## src/rtl/por_pkg.sv

```systemverilog
package por_pkg;
  localparam int unsigned POR_W = 8;
  localparam logic [POR_W-1:0] POR_TAPS = 8'hB8;  // bits 7,5,4,3
  localparam logic [POR_W-1:0] POR_TERM = 8'hA5;

  function automatic logic term_ok(input logic [POR_W-1:0] t);
    return (t != '0) && (t != '1);
  endfunction
endpackage

```

## src/rtl/por_lfsr.sv

```systemverilog
module por_lfsr #(
  parameter int unsigned W = por_pkg::POR_W,
  parameter logic [W-1:0] TAPS = por_pkg::POR_TAPS,
  parameter logic [W-1:0] TERM = por_pkg::POR_TERM
) (
  input  logic         clk_i,
  output logic [W-1:0] state_o,
  output logic         at_term_o
);
  localparam logic [W-1:0] LOCKUP = '1;
  localparam logic [W-1:0] ESCAPE = {{(W-1){1'b1}}, 1'b0};

  // no reset: power-up content is the start value
  logic [W-1:0] state_q;
  logic [W-1:0] state_d;
  logic         fb;

  assign fb        = ~(^(state_q & TAPS));
  assign at_term_o = (state_q == TERM);
  assign state_o   = state_q;

  always_comb begin
    if (at_term_o)                state_d = state_q;
    else if (state_q == LOCKUP)   state_d = ESCAPE;
    else                          state_d = {state_q[W-2:0], fb};
  end

  always_ff @(posedge clk_i) state_q <= state_d;
endmodule

```

## src/rtl/por_out.sv

```systemverilog
module por_out (
  input  logic clk_i,
  input  logic at_term_i,
  output logic rst_o,
  output logic rst_no
);
  logic rst_q;
  logic rst_nq;

  // two separate flops so each tree gets a clean driver
  always_ff @(posedge clk_i) begin
    rst_q  <= ~at_term_i;
    rst_nq <= at_term_i;
  end

  assign rst_o  = rst_q;
  assign rst_no = rst_nq;
endmodule

```

## src/rtl/por_gen.sv

```systemverilog
module por_gen #(
  parameter int unsigned W = por_pkg::POR_W,
  parameter logic [W-1:0] TAPS = por_pkg::POR_TAPS,
  parameter logic [W-1:0] TERM = por_pkg::POR_TERM
) (
  input  logic clk_i,
  output logic rst_o,
  output logic rst_no
);
  logic [W-1:0] state_w;
  logic         at_term_w;

  if ((TERM == '0) || (TERM == '1)) begin : g_bad_term
    $error("por_gen: terminal pattern needs both 0 and 1 bits");
  end

  por_lfsr #(.W(W), .TAPS(TAPS), .TERM(TERM)) u_state (
    .clk_i     (clk_i),
    .state_o   (state_w),
    .at_term_o (at_term_w)
  );

  por_out u_out (
    .clk_i     (clk_i),
    .at_term_i (at_term_w),
    .rst_o     (rst_o),
    .rst_no    (rst_no)
  );
endmodule

```

## config.mk

```make
export PLATFORM = sky130hd
export DESIGN_NAME = por_gen
export DESIGN_NICKNAME = d
export VERILOG_FILES = /design/src/rtl/por_pkg.sv /design/src/rtl/por_lfsr.sv /design/src/rtl/por_out.sv /design/src/rtl/por_gen.sv
export SDC_FILE = /design/constraint.sdc
export NUM_CORES = 1
export LEC_CHECK = 0
export ABC_AREA = 1
export CORE_AREA = 5 5 42 44
export CTS_BUF_LIST = sky130_fd_sc_hd__clkbuf_4
export DETAILED_ROUTE_END_ITERATION = 10
export DIE_AREA = 0 0 47 49
export PLACE_DENSITY = 0.5
export SYNTH_ARGS = -nofsm -noshare
export SYNTH_HDL_FRONTEND = slang
export SYNTH_SLANG_ARGS = --single-unit
export TNS_END_PERCENT = 20
```

## constraint.sdc

```tcl
create_clock -name clk_i -period 1.65 [get_ports clk_i]
set_input_delay 0.33 -clock clk_i [delete_from_list [all_inputs] [get_ports clk_i]]
set_output_delay 0.33 -clock clk_i [all_outputs]
set_load 0.02 [all_outputs]
```

Yosys cells after proc, flatten, opt, wreduce, memory -nomap -nowiden
Cells that the tools add are included.
{"block": "classes", "n_bitwise": 2, "eq_ne": 2, "n_reduce_logical": 1}
{"operator": "8-bit == test, second input constant", "n": 2}
{"operator": "8-bit XOR reduction", "n": 1}
{"operator": "1-bit inverter", "n": 2}
{"block": "totals", "regBits": 10}

Depth between registers and ports, before layout
{"block": "logic_depth", "ltp_word": 2, "depth_mapped": 8, "mapped_depth_nobuf": 8}

By module
A second synthesis with hierarchy kept.
{"block": "unflattened", "hier_cells": 42, "area_unflattened_um2": 420.4}
{"mod": "por_lfsr", "cells_per_inst": 39, "area_per_inst_um2": 376.6, "n_inst": 1, "seq_area_each_um2": 240.2}
{"mod": "por_out", "cells_per_inst": 3, "area_per_inst_um2": 43.8, "n_inst": 1, "seq_area_each_um2": 40.0}

Worst setup path after synthesis
OpenSTA, ideal clock, no wires.
{"block": "synth_path", "path_kind": "register to register", "startpoint": "reg u_state.state_q[5], in the netlist u_state.state_o[5]", "endpoint": "reg u_state.state_q[0], in the netlist u_state.state_o[0], data pin", "slack_ns": 0.436, "arrival_ns": 0.961, "n_path_buf": 0, "required_time_ns": 1.397, "period_less_slack_ns": 1.214, "path_stages_with_launch": 8, "cell_sequence": "edfxtp_1 > ha_1 > inv_1 > nand2_1 > nand2_1 > nand2_1 > nand2_1 > nor2_1"}
{"block": "synth_between", "elab_chain_cells": 2, "elab_cells_between_ends": 3, "cone_classes": "eq/ne (1); bitwise (1); reduce/logical (1)"}
{"element": "from (decl)", "line": "por_lfsr.sv:14", "rtl": "logic [W-1:0] state_q;"}
{"element": "from (signal assigned)", "line": "por_lfsr.sv:28", "rtl": "always_ff @(posedge clk_i) state_q <= state_d;"}
{"element": "8-bit XOR reduction", "line": "por_lfsr.sv:18", "rtl": "assign fb = ~(^(state_q & TAPS));"}
{"element": "1-bit inverter", "line": "por_lfsr.sv:18"}
Parallel ways exist; a longest one is shown, timed or not.
A chain may end at the register's enable or synchronous reset.

Worst setup path in the final report
{"block": "layout_path", "startpoint": "reg u_out.rst_q, in the netlist u_out.rst_o", "endpoint": "out rst_o"}
{"element": "from (decl)", "line": "por_out.sv:7", "rtl": "logic rst_q;"}
{"element": "from (signal assigned)", "line": "por_out.sv:12", "rtl": "rst_q <= ~at_term_i;"}
{"element": "to (decl)", "line": "por_gen.sv:7", "rtl": "output logic rst_o,"}
No word-level cell between the ends.

==> results.toml <==
[status]
outcome = "finished, final reports clean"

[synthesis]
syn-num-nets = 45
synth_edf_count = 8
synth_flop_cell = "edfxtp_1"
synth_common_cells = "12 x nand2_1, 8 x edfxtp_1, 6 x inv_1, 5 x clkbuf_1, 5 x nor2_1"
yosys_warnings = 0
syn_inst = 42
ys_types = 9
syn_area_sq_um = 427
synth.most_common_cell = "nand2_1"
async_flop_share_pct = 0
yosysSeqAreaShare_pct = 65.7
yosysTopAreaCell = "edfxtp_1"
synth_area_per_cell_sq_um = 10.2
yosysTopAreaCellShare_pct = 56.3
netlist_top_cells_area = "edfxtp_1 56%, nand2_1 11%, dfxtp_1 9.4%"
synth_seq_cells = 10

[die]
ioPinCount = 3
die_y_microns = 49
rows = 14
die_w_microns = 47
initial_core_util_pct = 30.4
die_area_sq_um = 2300
core_sq_um = 1400

[cts]
htreeDepth = 1
cts.hold.buffers_added = 0
cts_tree = "yes"
clock_sinks = 10
clk_pin_slew_ns = 0.07
clkLatencyLatePin_ns = 0.26
cts_buffer_depth = 2
cts_root_buf = "clkbuf_4"
cts.repair.resized = 0
postCtsSetupBuffers = 0
cts_buffers = 3

[worst_setup_path]
required_ns = 1.32
cp.arrival_ns = 1.16
crit_path_start_kind = "flip-flop"
critical_path_buf_inv_count = 1
max_stage_delay_ns = 0.60
cp_max_fo = 1
crit_path_end_kind = "output port"
crit_type = "flip-flop to output port"
worstPathCellList = "clkdlybuf4s50_1"
cpLargestDelayFamily = "buffers and inverters"
crit_slowest_cell = "clkdlybuf4s50_1"

[power]
p_per_area_nw_per_um2 = 917
ir_drop_mv = 0.405
leakagePower_nw = 0.163

[routing]
routed_wl_microns = 599
initialDrtViolationCount = 7
drc = 0
vias_per_cell = 4.08
avgRoutedWirePerCell_microns = 10.2
vias = 241
ant_nets = 0
dr.pass1.iters = 4

[sta]
slew_violations = 0
fin_hold_ws_ns = 0.466
worstMarginPinSlew_ns = 0.319
finalWorstSetupSlack_ns = 0.161
setup_tns_ns = 0
period_needed_ns = 1.49
grt_setup_unrepaired = "false"
post-route-period-util_pct = 90.3
slew_headroom_pct = 78.7
finalHoldViolCount = 0
finClkSkew_ns = 0.00639
fmax_ghz = 0.671
final-setup-viol-count = 0

[grt]
antenna_found_initial = 0
grt_pass1_vias = 262
globalRouteOverflowTotal = 0
grtUsageTotal_pct = 6.64
grt_pass1_wl_microns = 1050
grt_start_max_net_pins = 10

[placed_design]
hpwl_microns = 463
globalplace.congestion = 0.774
dp_slack_ns = 0.319
placement.io_buffers = 2
placedCellCount = 55

[final_layout]
instances_no_fill = 59
fill_cells = 146
antenna_cells = 0
layout-drive-gt1-share_pct = 9.30
finalCoreUtilization_pct = 33.8
final_nets = 47
area_growth_pct = 11.1

[flow_run]
cap_violations = 0

[min_path]
hp-class = "flip-flop to flip-flop"
## area by class of cell
type                            instances  area, sq um  share of cell area (%)
Timing Repair Buffer                    2         20.0                    4.22
Clock inverter                          1         3.75                   0.792
Tap cell                               16         20.0                    4.22
Multi-Input combinational cell         21          105                    22.2
Sequential cell                        10          280                    59.1
Inverter                                6         22.5                    4.75
Clock buffer                            3         22.5                    4.75
## through the flow
| stage | total power [mW] | cell area, sq um |
|---|---|---|
| after detailed placement | 0.274 | 448 |
| after floorplan | 0.274 | 427 |
| final | 0.435 | 474 |
| after global placement | 0.274 | 448 |
| after CTS | 0.445 | 474 |
| after global routing | 0.464 | 474 |
## layout by cell type, fill, tap and decap left out, drive strengths merged
master	count
ha	2
clkbuf	3
edfxtp	8
or2	1
nand2	12
nor3	1
inv	6
clkdlybuf4s50	2
clkinv	1
nor2	5
dfxtp	2
## power by group
group / switching (mW) / internal [mW] / total [mW]
Clock: 0.0797 / 0.0871 / 0.167
Sequential: 0 / 0.268 / 0.268
Combinational: 0 / 0 / 0.0000000389
Total: 0.0797 / 0.355 / 0.435
## per-layer routing
metal | vias to the layer above | wire [microns] | GRT usage, % | share of wire [%]
met5 | - | 0 | 0 | 0
met2 | 1 | 325 | 9.95 | 54
met3 | 0 | 6 | 2.21 | 1.0
met4 | 0 | 0 | 5.53 | 0
li1 | 129 | - | - | -
met1 | 111 | 266 | 7.11 | 44
## path summary, 6_finish.rpt
path | startpoint | endpoint | slack (ns) | cells past startpoint
worst min register to register | u_state.state_o[2] | u_state.state_o[3] | 0.47 | 0
worst max-delay path | u_out.rst_o | rst_o | 0.16 | 1
worst min-delay path | u_state.state_o[2] | u_state.state_o[3] | 0.47 | 0
worst max register to register | u_state.state_o[6] | u_state.state_o[2] | 0.32 | 3
## registers in the layout (all words and copies together), names as in the netlist
| name | cells |
|---|---|
| u_state.state_o | 8 |
| u_out.rst_no | 1 |
| u_out.rst_o | 1 |
## cell families after synthesis
logic type               Yosys count  synth area share, %
flip-flops                        10                 65.7
buffers and inverters             11                 9.68
adder cells (fa/ha/maj)            2                 5.86
AND/OR/NAND/NOR                   19                 18.8
No activity file was read; power rests on OpenSTA's default activity.
